`src/rtl/sawpwl_pkg.sv`:
```
package sawpwl_pkg;

  // floor of the mean of two breakpoints
  function automatic longint midpoint(input longint lo, input longint hi);
    return (lo + hi) >>> 1;
  endfunction

endpackage

```
`src/rtl/sawpwl_region.sv`:
```
module sawpwl_region #(
  parameter int W    = 16,
  parameter int NBRK = 3,
  parameter int RW   = 2,
  parameter logic [NBRK*W-1:0] BRK = '0
) (
  input  logic signed [W-1:0] x,
  output logic [RW-1:0]       region
);

  logic [NBRK-1:0] ge;

  for (genvar j = 0; j < NBRK; j++) begin : g_cmp
    assign ge[j] = (x >= $signed(BRK[j*W +: W]));
  end

  // outer segments have priority, then the inner pair that brackets x
  always_comb begin
    region = '0;
    if (!ge[0]) begin
      region = '0;
    end else if (ge[NBRK-1]) begin
      region = RW'(NBRK);
    end else begin
      for (int j = 0; j < NBRK-1; j++) begin
        if (ge[j] && !ge[j+1]) region = RW'(j+1);
      end
    end
  end

endmodule

```
`src/rtl/sawpwl_ref.sv`:
```
module sawpwl_ref #(
  parameter int W    = 16,
  parameter int NBRK = 3,
  parameter int RW   = 2,
  parameter logic [NBRK*W-1:0] BRK = '0,
  parameter logic signed [W-1:0] AMP = '0
) (
  input  logic [RW-1:0]       region,
  output logic signed [W-1:0] anchor,
  output logic signed [W-1:0] offset
);

  logic signed [W-1:0] anchor_tab [NBRK+1];

  for (genvar r = 0; r <= NBRK; r++) begin : g_tab
    if (r == 0) begin : g_left
      assign anchor_tab[r] = $signed(BRK[W-1:0]);
    end else if (r == NBRK) begin : g_right
      assign anchor_tab[r] = $signed(BRK[NBRK*W-1 -: W]);
    end else begin : g_mid
      localparam longint LO = longint'($signed(BRK[(r-1)*W +: W]));
      localparam longint HI = longint'($signed(BRK[r*W +: W]));
      assign anchor_tab[r] = W'(sawpwl_pkg::midpoint(LO, HI));
    end
  end

  always_comb begin
    anchor = anchor_tab[region];
    if (region == '0)             offset = -AMP;
    else if (region == RW'(NBRK)) offset = AMP;
    else                          offset = '0;
  end

endmodule

```
`src/rtl/sawpwl_sat.sv`:
```
module sawpwl_sat #(
  parameter int IW = 34,
  parameter int OW = 16
) (
  input  logic signed [IW-1:0] din,
  output logic signed [OW-1:0] dout
);

  localparam logic signed [IW-1:0] MAXV = {{(IW-OW+1){1'b0}}, {(OW-1){1'b1}}};
  localparam logic signed [IW-1:0] MINV = {{(IW-OW+1){1'b1}}, {(OW-1){1'b0}}};

  always_comb begin
    if (din > MAXV)      dout = MAXV[OW-1:0];
    else if (din < MINV) dout = MINV[OW-1:0];
    else                 dout = din[OW-1:0];
  end

endmodule

```
`src/rtl/sawtooth_pwl_eval.sv`:
```
module sawtooth_pwl_eval #(
  parameter int W       = 16,
  parameter int FRAC    = 10,
  parameter int MW      = 16,
  parameter int NSCROLL = 4,
  parameter logic [(NSCROLL-1)*W-1:0] BRK = {16'sd2048, 16'sd0, -16'sd2048},
  parameter logic signed [MW-1:0] SLOPE = 16'sd1536,
  parameter logic signed [W-1:0]  AMP   = 16'sd1024
) (
  input  logic                clk,
  input  logic                rst_n,
  input  logic                in_valid,
  input  logic signed [W-1:0] x_in,
  output logic                out_valid,
  output logic signed [W-1:0] f_out
);

  localparam int NBRK = NSCROLL - 1;
  localparam int RW   = $clog2(NBRK + 1);
  localparam int DW   = W + 1;
  localparam int PW   = DW + MW;
  localparam int SW   = PW + 1;
  localparam logic signed [W-1:0] B_FIRST = $signed(BRK[W-1:0]);
  localparam logic signed [W-1:0] B_LAST  = $signed(BRK[NBRK*W-1 -: W]);

  // stage 1: region select
  logic                s1_valid;
  logic signed [W-1:0] s1_x, s1_x_d;
  logic [RW-1:0]       s1_region, s1_region_d;
  // stage 2: offset from anchor
  logic                s2_valid;
  logic signed [DW-1:0] s2_diff, s2_diff_d;
  logic signed [W-1:0]  s2_off, s2_off_d;
  // stage 3: scaled product
  logic                 s3_valid;
  logic signed [PW-1:0] s3_prod, s3_prod_d;
  logic signed [W-1:0]  s3_off, s3_off_d;
  // stage 4: result
  logic signed [W-1:0]  f_d;

  logic signed [W-1:0]  anchor, offset;
  logic [RW-1:0]        region;
  logic signed [PW-1:0] prod_full;
  logic signed [SW-1:0] sum;

  sawpwl_region #(.W(W), .NBRK(NBRK), .RW(RW), .BRK(BRK)) u_region (
    .x      (x_in),
    .region (region)
  );

  sawpwl_ref #(.W(W), .NBRK(NBRK), .RW(RW), .BRK(BRK), .AMP(AMP)) u_ref (
    .region (s1_region),
    .anchor (anchor),
    .offset (offset)
  );

  sawpwl_sat #(.IW(SW), .OW(W)) u_sat (
    .din  (sum),
    .dout (f_d)
  );

  always_comb begin
    s1_x_d      = x_in;
    s1_region_d = region;
    s2_diff_d   = DW'(s1_x) - DW'(anchor);
    s2_off_d    = offset;
    prod_full   = $signed({{MW{s2_diff[DW-1]}}, s2_diff}) *
                  $signed({{DW{SLOPE[MW-1]}}, SLOPE});
    s3_prod_d   = prod_full >>> FRAC;
    s3_off_d    = s2_off;
    sum         = SW'(s3_prod) + SW'(s3_off);
  end

  always_ff @(posedge clk or negedge rst_n) begin
    if (!rst_n) begin
      s1_valid  <= 1'b0;
      s2_valid  <= 1'b0;
      s3_valid  <= 1'b0;
      out_valid <= 1'b0;
    end else begin
      s1_valid  <= in_valid;
      s2_valid  <= s1_valid;
      s3_valid  <= s2_valid;
      out_valid <= s3_valid;
    end
  end

  always_ff @(posedge clk or negedge rst_n) begin
    if (!rst_n) begin
      s1_x      <= '0;
      s1_region <= '0;
      s2_diff   <= '0;
      s2_off    <= '0;
      s3_prod   <= '0;
      s3_off    <= '0;
      f_out     <= '0;
    end else begin
      if (in_valid) begin
        s1_x      <= s1_x_d;
        s1_region <= s1_region_d;
      end
      if (s1_valid) begin
        s2_diff <= s2_diff_d;
        s2_off  <= s2_off_d;
      end
      if (s2_valid) begin
        s3_prod <= s3_prod_d;
        s3_off  <= s3_off_d;
      end
      if (s3_valid) f_out <= f_d;
    end
  end

  // left outer segment only for samples below the first breakpoint
  p_left_region_r2: assert property (@(posedge clk) disable iff (!rst_n)
    (s1_valid && s1_region == '0) |-> (s1_x < B_FIRST));

  // right outer segment only at or above the last breakpoint
  p_right_region_r3: assert property (@(posedge clk) disable iff (!rst_n)
    (s1_valid && s1_region == RW'(NBRK)) |-> (s1_x >= B_LAST));

  // a sample sitting on the first breakpoint never goes left
  p_tie_right_r5: assert property (@(posedge clk) disable iff (!rst_n)
    (s1_valid && s1_x == B_FIRST) |-> (s1_region != '0));

  // a result strobe always follows a valid third stage
  p_valid_chain_r6: assert property (@(posedge clk) disable iff (!rst_n)
    out_valid |-> $past(s3_valid));

  // output data holds unless a result is being loaded
  p_hold_r7: assert property (@(posedge clk) disable iff (!rst_n)
    !s3_valid |=> $stable(f_out));

endmodule

```
`config.mk`:
```
export PLATFORM = sky130hd
export DESIGN_NAME = sawtooth_pwl_eval
export DESIGN_NICKNAME = d
export VERILOG_FILES = /design/src/rtl/sawpwl_pkg.sv /design/src/rtl/sawpwl_region.sv /design/src/rtl/sawpwl_ref.sv /design/src/rtl/sawpwl_sat.sv /design/src/rtl/sawtooth_pwl_eval.sv
export SDC_FILE = /design/constraint.sdc
export NUM_CORES = 1
export LEC_CHECK = 0
export BUFFER_PORTS_ARGS = -buffer_cell sky130_fd_sc_hd__buf_4
export CAP_MARGIN = 20
export CORE_MARGIN = 4
export CORE_UTILIZATION = 60
export DETAILED_ROUTE_END_ITERATION = 10
export HOLD_SLACK_MARGIN = 0.15
export PLACE_DENSITY = 0.8
export REMOVE_ABC_BUFFERS = 1
export SKIP_LAST_GASP = 1
export SYNTH_ARGS = -nofsm -noshare
export SYNTH_HDL_FRONTEND = slang
export SYNTH_SLANG_ARGS = --single-unit
```
`constraint.sdc`:
```
create_clock -name clk -period 5.06 [get_ports clk]
set_input_delay 0.253 -clock clk [delete_from_list [all_inputs] [get_ports clk]]
set_output_delay 0.253 -clock clk [all_outputs]
set_load 0.03 [all_outputs]
```
==> results of run 1 <==
[worst reg2reg max path, cell delays in order, from the launching register on]
cell and delay (ns):
dfrtp_1 0.39, ha_1 0.24, fa_1 0.45, a211oi_2 0.24, o21bai_1 0.13, a211oi_2 0.33, nor2_1 0.15, o41ai_4 0.87
o221ai_1 0.28
[metrics by stage]
step,cells,power [µW],hold slack (ns),utilization (%)
after detailed placement,571,2630,0.466,66.2
after floorplan,432,2230,-0.0426,-
after global routing,604,3380,0.151,71.0
after global placement,571,2580,0.457,66.2
final,604,3110,0.168,71.0
after CTS,604,3130,0.154,71.0
[power groups by stage]
| stage | Sequential, µW | Combinational, µW | Clock, µW |
|---|---|---|---|
| 2_1_floorplan | 1060 | 1170 | 0 |
| 3_5_place_dp | 959 | 1670 | 0 |
| 5_1_grt | 975 | 1900 | 507 |
| 4_1_cts | 948 | 1700 | 479 |
| 6_report | 945 | 1700 | 467 |
| 3_3_place_gp | 948 | 1630 | 0 |
[registers in the layout (all words and copies together), names as in the netlist]
register	flops
f_out	16
out_valid	1
s1_region	2
s1_valid	1
s1_x	16
s2_diff	17
s2_off	2
s2_valid	1
s3_off	2
s3_prod	19
s3_valid	1
[logic make-up (layout without fill, tap and decap cells)]
group	after synthesis	count (layout)	share of synthesized area [%]
fa+ha+maj	51	51	13.8
simple gates	115	115	12.1
buf+inv	41	97	3.46
flops	78	78	40.6
compound gates	104	104	17.4
xor+xnor	15	15	2.89
mux	42	42	9.74
[placed cells by master, fill, tap and decap left out, drive strengths merged, types with 9 or more instances in the layout]
cell | synthesis | final
mux2 | 38 | 38
o221ai | 12 | 12
ha | 48 | 48
xnor2 | 11 | 11
o21ai | 14 | 14
nand2 | 36 | 36
dlygate4sd3 | 0 | 17
dfrtp | 78 | 78
clkbuf | 9 | 10
a21oi | 27 | 27
inv | 27 | 28
nand3 | 9 | 9
buf | 5 | 37
nor2 | 28 | 28
[path summary, 6_finish.rpt]
check | startpoint | end
max reg2reg | s3_prod[10] | f_out[0]
min reg2reg | s3_prod[5] | s3_prod[5]
max | s3_prod[10] | f_out[0]
min | in_valid | s1_valid
max in group asynchronous | rst_n | s2_off[14]
min in group asynchronous | rst_n | f_out[15]
[metal layers]
layer  share of wire, %  global-route usage (%)  wire (µm)  up-vias
met4                1.3                    7.14        119        0
met1                 47                    26.9       4140     1623
met3                3.4                    2.80        305       12
met2                 49                    33.7       4320       63
li1                   -                       -          -     1741
met5                  0                       0          0        -
[layout make-up]
class | count | share of cell area [%]
Tap cell | 102 | 2.31
Inverter | 27 | 1.84
Clock inverter | 6 | 1.29
Sequential cell | 78 | 35.4
Multi-Input combinational cell | 327 | 48.7
Timing Repair Buffer | 54 | 8.12
Clock buffer | 10 | 2.31
[what timing repair did]
item / CTS / global route
hold buffers: 17 / 0
endpoints found under the hold margin: 94 / 0
resized for setup: 0 / 0
[cells in the mapped netlist, types with 3 or more instances]
library cell,n
nor2b_1,8
nand3_1,8
mux2_2,38
nand3b_1,6
nor2_1,28
nor3_1,7
a21o_1,7
a21boi_1,3
ha_1,48
xnor2_1,10
xor2_1,4
nor3b_1,3
and3_1,3
o211ai_1,4
inv_1,27
o31ai_1,6
a211oi_1,3
fa_1,3
clkbuf_1,9
a31oi_1,3
dfrtp_1,78
a311oi_1,3
o21ai_0,10
mux2i_1,4
nand2b_1,4
nand2_1,36
o21ai_1,4
o221ai_2,10
a21oi_1,27
==> key figures, run 1 <==
Clock tree
  – CTS Buffer Depth: 2
  – Post-CTS Setup Bufs: 0
  – Root Driver: clkbuf_8
  – Clock-pin slew on the worst setup and hold paths: 0.09 ns
  – TritonCTS clock tree: done
  – TritonCTS buffer count: 9
  – Clock Latency Late Sink: 0.35 ns
  – CTS Sinks: 78
  – H-tree depth: 3

Floorplanning
  – Row cnt: 32
  – Core box area: 0.00777 mm²
  – Die height: 97.5 µm
  – # IOs: 36
  – DIE WIDTH: 97.5 µm
  – Total die area: 0.00950 mm²
  – Starting Density: 61.9%

Logic synthesis
  – Post-synthesis average cell area: 10.8 µm²
  – Primary FF master, synth: dfrtp_1
  – Cell taking the most area after synthesis: dfrtp_1
  – Area contributors post-synth: dfrtp_1 41%, ha_1 13%, mux2_2 8.9%, o221ai_2 3.1%, a21oi_1 2.8%
  – Sequential-to-total area share from yosys stat: 40.6%
  – Synth Instances: 446
  – Synth top area share: 40.6%
  – Synth cell types: 62
  – Ys Warns: 0
  – Async set-or-reset flop fraction in the synthesized netlist: 100%
  – Area of the mapped netlist: 0.00480 mm²
  – Seq cells post-synth: 78
  – Number of synthesized flops with an enable pin: 0

Place
  – Area post-placement: 0.00514 mm²
  – Setup WS pre-CTS: 1.89 ns
  – Hpwl dp: 6.29 mm
  – Port Buf Inserts: 35
  – GP Congestion: 0.875

Timing
  – Max Clk Rate: 0.308 GHz
  – Minimum clock period: 3.25 ns
  – Relative slew slack: 33.0%
  – Final Hold Viols: 0
  – Final Skew: 0.0165 ns
  – Slew @ Worst Pin: 1.00 ns
  – TNS Setup: 0 ns
  – Final setup violation count: 0
  – Slew Viols, Final: 0
  – Setup WS post-layout: 1.81 ns
  – RSZ-0062 raised after global routing: no
  – Period utilization: 64.3%

Detailed routing
  – Initial DRC Count: 95
  – Via count: 3439
  – First drt pass iteration count: 4
  – DRC violations left: 0
  – Detailed Route WL: 8.88 mm
  – Drt wl/cell: 14.7 µm
  – Antenna viol nets, final: 0
  – Vias/cell: 5.69

Flow run
  – Max cap viols: 0

Final layout
  – Design Area, Final: 0.00551 mm²
  – Sequential cell area: 0.00195 mm²
  – Ratio of cells with drive above 1 in the final layout: 22.5%
  – Layout overhead on the synthesized area: 14.8%
  – Layout filler cell count: 562
  – # diodes: 0
  – Nets: 567
  – Area of the multi-input gates: 0.00269 mm²

Power
  – Clock power frac: 15.0%
  – Seq pwr share: 30.4%
  – LEAKAGE: 0.00250 µW
  – Sw Pwr: 1330 µW
  – Net Sw Frac: 42.7%
  – Max IR drop VDD: 0.212 mV
  – Cell-internal power: 1780 µW
  – Cell Pwr Density: 564 mW/mm²
  – Comb power frac: 54.6%

Critical path
  – Startpoint types: flop
  – Worst EP arrival: 3.42 ns
  – Crit path depth: 8
  – Buf+Inv Stages, Crit Path: 0
  – Most frequent CP cell: a211oi_2
  – Critical Path Fanout Max: 12
  – Worst Reg2Reg Path Length in Cells: 8
  – Cells along the critical path: ha_1 > fa_1 > a211oi_2 > o21bai_1 > a211oi_2 > nor2_1 > o41ai_4 > o221ai_1
  – Slowest cell on the critical path: o41ai_4
  – CP Capture Type: flop
  – Worst R2R Setup Slack: 1.81 ns
  – Largest stage delay on the critical path: 0.87 ns
  – Required @ worst endpoint: 5.22 ns
  – Crit Path Class: reg -> reg
  – Critical path's top delay family: compound AO/OA/AOI/OAI gates

GRT
  – Largest net degree at the start of global routing: 79
  – First-pass GRT wire length: 16.2 mm
  – Gr usage total: 20.2%
  – Gr ovfl total: 0
  – Vias in the first global route: 3606
  – Initial antenna violation count: 0

Run status
  – Status: completed

Hold path
  – Worst hold path type: in -> reg
  – Worst Hold Depth: 1
Power figures use the tool's default switching activity.
==> inputs of run 2 (changes only) <==
--- a/config.mk
+++ b/config.mk
@@ -5,6 +5,7 @@
 export SDC_FILE = /design/constraint.sdc
 export NUM_CORES = 1
 export LEC_CHECK = 0
+export ABC_AREA = 1
 export BUFFER_PORTS_ARGS = -buffer_cell sky130_fd_sc_hd__buf_4
 export CAP_MARGIN = 20
 export CORE_MARGIN = 4
==> constraint.sdc (replaced) <==
create_clock -name clk -period 3.1 [get_ports clk]
set_input_delay 0.155 -clock clk [delete_from_list [all_inputs] [get_ports clk]]
set_output_delay 0.155 -clock clk [all_outputs]
set_load 0.03 [all_outputs]
==> key figures, run 2 <==
Floorplanning
  – Row cnt: 32 (unchanged)
  – DIE WIDTH: 96.6 µm (-0.95%)
  – Total die area: 0.00932 mm² (-1.9%)
  – # IOs: 36 (unchanged)
  – Core box area: 0.00769 mm² (-1.0%)
  – Die height: 96.6 µm (-0.95%)
  – Starting Density: 61.2% (-0.64 points)

Power
  – Cell Pwr Density: 783 mW/mm² (+39%)
  – LEAKAGE: 0.00301 µW (+20%)
  – Final Power: 4350 µW (+40%)
  – Max IR drop VDD: 0.370 mV (+75%)

Place
  – Setup WS pre-CTS: 0.664 ns (-1.22 ns)
  – Port Buf Inserts: 35 (unchanged)
  – Area post-placement: 0.00503 mm² (-2.3%)
  – Hpwl dp: 6.75 mm (+7.2%)
  – GP Congestion: 0.875 (about the same)

Detailed routing
  – DRC violations left: 0 (unchanged)
  – First drt pass iteration count: 5 (+1)
  – Vias/cell: 5.21 (-8.4%)
  – Detailed Route WL: 9.64 mm (+8.6%)
  – Initial DRC Count: 146 (+54%)
  – Via count: 4004 (+16%)
  – Antenna viol nets, final: 0 (unchanged)
  – Drt wl/cell: 12.6 µm (-15%)

Clock tree
  – CTS Sinks: 78 (unchanged)
  – Clock-pin slew on the worst setup and hold paths: 0.09 ns (about the same)
  – Clock Latency Late Sink: 0.36 ns (about the same)
  – CTS Buffer Depth: 2 (unchanged)
  – Root Driver: clkbuf_8
  – TritonCTS clock tree: done
  – TritonCTS buffer count: 9 (unchanged)
  – H-tree depth: 3 (unchanged)

GRT
  – GR Util met2: 41.7% (+7.9 points)
  – GR met1 Demand/Resource: 28.1% (+1.2 points)
  – Largest net degree at the start of global routing: 79 (unchanged)
  – Gr ovfl total: 0 (unchanged)
  – Vias in the first global route: 3850 (+6.8%)
  – Initial antenna violation count: 0 (unchanged)
  – Gr usage total: 23.1% (+3.0 points)
  – GR Util met3: 3.41% (+0.61 points)
  – First-pass GRT wire length: 17.0 mm (+5.1%)
  – Busiest grt layer: met2

Timing
  – Slew @ Worst Pin: 0.952 ns (-0.0523 ns)
  – Minimum clock period: 2.48 ns (-0.770 ns)
  – Max Clk Rate: 0.403 GHz (+31%)
  – Setup WS post-layout: 0.619 ns (-1.19 ns)
  – Period utilization: 80.0% (+16 points)
  – Final Skew: 0.0131 ns (-0.00341 ns)
  – Slew Viols, Final: 0 (unchanged)
  – Relative slew slack: 36.5% (+3.5 points)
  – RSZ-0062 raised after global routing: no
  – Final Hold Viols: 0 (unchanged)
  – TNS Setup: 0 ns (unchanged)
  – Final setup violation count: 0 (unchanged)

Final layout
  – Register with the most flip-flops: s3_prod
  – Top flop regs: s3_prod: 19 flops, s2_diff: 17 flops
  – Nets: 731 (+29%)
  – # diodes: 0 (unchanged)
  – Most frequent cells in the layout: 237 x nand2_1, 78 x dfrtp_1, 53 x inv_1, 48 x ha_1, 36 x buf_4
  – Design Area, Final: 0.00556 mm² (+0.77%)
  – Max reg flops: 19 (unchanged)
  – Layout overhead on the synthesized area: 18.1%
  – Most common library cell in the layout ignoring fill and taps: nand2_1
  – Ratio of cells with drive above 1 in the final layout: 12.0% (-10 points)

Critical path
  – Cells along the critical path: ha_1 > ha_1 > fa_1 > nand3_1 > nand3_1 > a21boi_1 > o21ai_0 > nand3_1 > nand3b_1 > nand3_1 > nand2_1
  – CP Capture Type: flop
  – Required @ worst endpoint: 3.35 ns (-1.87 ns)
  – Largest stage delay on the critical path: 0.42 ns (-0.45 ns)
  – Worst EP arrival: 2.73 ns (-0.69 ns)
  – Critical path's top delay family: adder cells
  – Critical Path Fanout Max: 3 (-9)
  – Slowest cell on the critical path: fa_1
  – Most frequent CP cell: nand3_1
  – Startpoint types: flop
  – Crit Path Class: reg -> reg
  – Buf+Inv Stages, Crit Path: 0 (unchanged)

Logic synthesis
  – Seq cells post-synth: 78 (unchanged)
  – Area contributors post-synth: dfrtp_1 41%, nand2_1 19%, ha_1 13%, inv_1 4.2%, o21ai_0 3.4%
  – Ys Warns: 0 (unchanged)
  – Number of synthesized flops with an enable pin: 0 (unchanged)
  – Synth cell types: 37 (-40%)
  – Synth Instances: 598 (+34%)
  – Synth top area share: 41.5% (+0.85 points)
  – Cell with the most instances after synthesis: nand2_1
  – Area of the mapped netlist: 0.00471 mm² (-2.1%)
  – Async set-or-reset flop fraction in the synthesized netlist: 100% (unchanged)
  – Cell taking the most area after synthesis: dfrtp_1
  – Sequential-to-total area share from yosys stat: 41.5% (+0.85 points)
  – Post-synthesis average cell area: 7.87 µm² (-27%)
  – Primary FF master, synth: dfrtp_1
  – Post-synth top cells: 237 x nand2_1, 78 x dfrtp_1, 53 x inv_1, 48 x ha_1, 32 x o21ai_0

Hold path
  – Worst hold path type: in -> async

Flow run
  – Max cap viols: 0 (unchanged)

Run status
  – Status: completed
run 2: per-layer routing:
layer  part of all wire [%]  vias to the layer above
li1                       -                     2039
met1                     43                     1870
met2                     52                       78
met3                    3.2                       17
met4                    2.1                        0
met5                      0                        -
run 2: timing repair:
action,4_1_cts,5_1_grt
hold buffers,30,0
buffers inserted,0,0
resized for setup,0,0
hold endpoints to repair,97,0
run 2: final timing paths:
kind                       startpoint          end  slack, ns  cells past startpoint
min                             rst_n    f_out[15]       0.47                      2
max                        s2_diff[1]  s3_prod[11]       0.62                     11
max reg2reg                s2_diff[1]  s3_prod[11]       0.62                     11
min reg2reg                  s3_valid    out_valid       0.47                      0
max in group asynchronous       rst_n      s1_x[1]       2.00                      2
min in group clk             s3_valid    out_valid       0.47                      0
run 2: layout make-up:
| type | count | area, µm² |
|---|---|---|
| Clock buffer | 9 | 124 |
| Clock inverter | 7 | 105 |
| Fill cell | 607 | 2130 |
| Inverter | 57 | 215 |
| Multi-Input combinational cell | 449 | 2460 |
| Sequential cell | 78 | 1950 |
| Tap cell | 102 | 128 |
| Timing Repair Buffer | 66 | 571 |
run 2: report_power, final:
group | switching (µW) | internal (µW)
Sequential | 170 | 1280
Clock | 400 | 464
Combinational | 1270 | 767
Total | 1840 | 2510
run 2: logic make-up (layout without fill, tap and decap cells):
kind of cell,count (synthesis),in the layout,synth area share (%)
flip-flops,78,78,41.5
AO/OA/AOI/OAI,67,67,7.98
adder cells (fa/ha/maj),51,51,14.0
XOR/XNOR,11,11,2.05
AND/OR/NAND/NOR,320,320,28.3
buffers and inverters,71,139,6.19
run 2: stage by stage:
stage	hold WS (ns)	utilization [%]	cells
after floorplan	-0.141	-	584
after global placement	0.351	65.4	722
after detailed placement	0.354	65.4	722
after CTS	0.475	72.3	768
after global routing	0.486	72.3	768
final	0.473	72.3	768
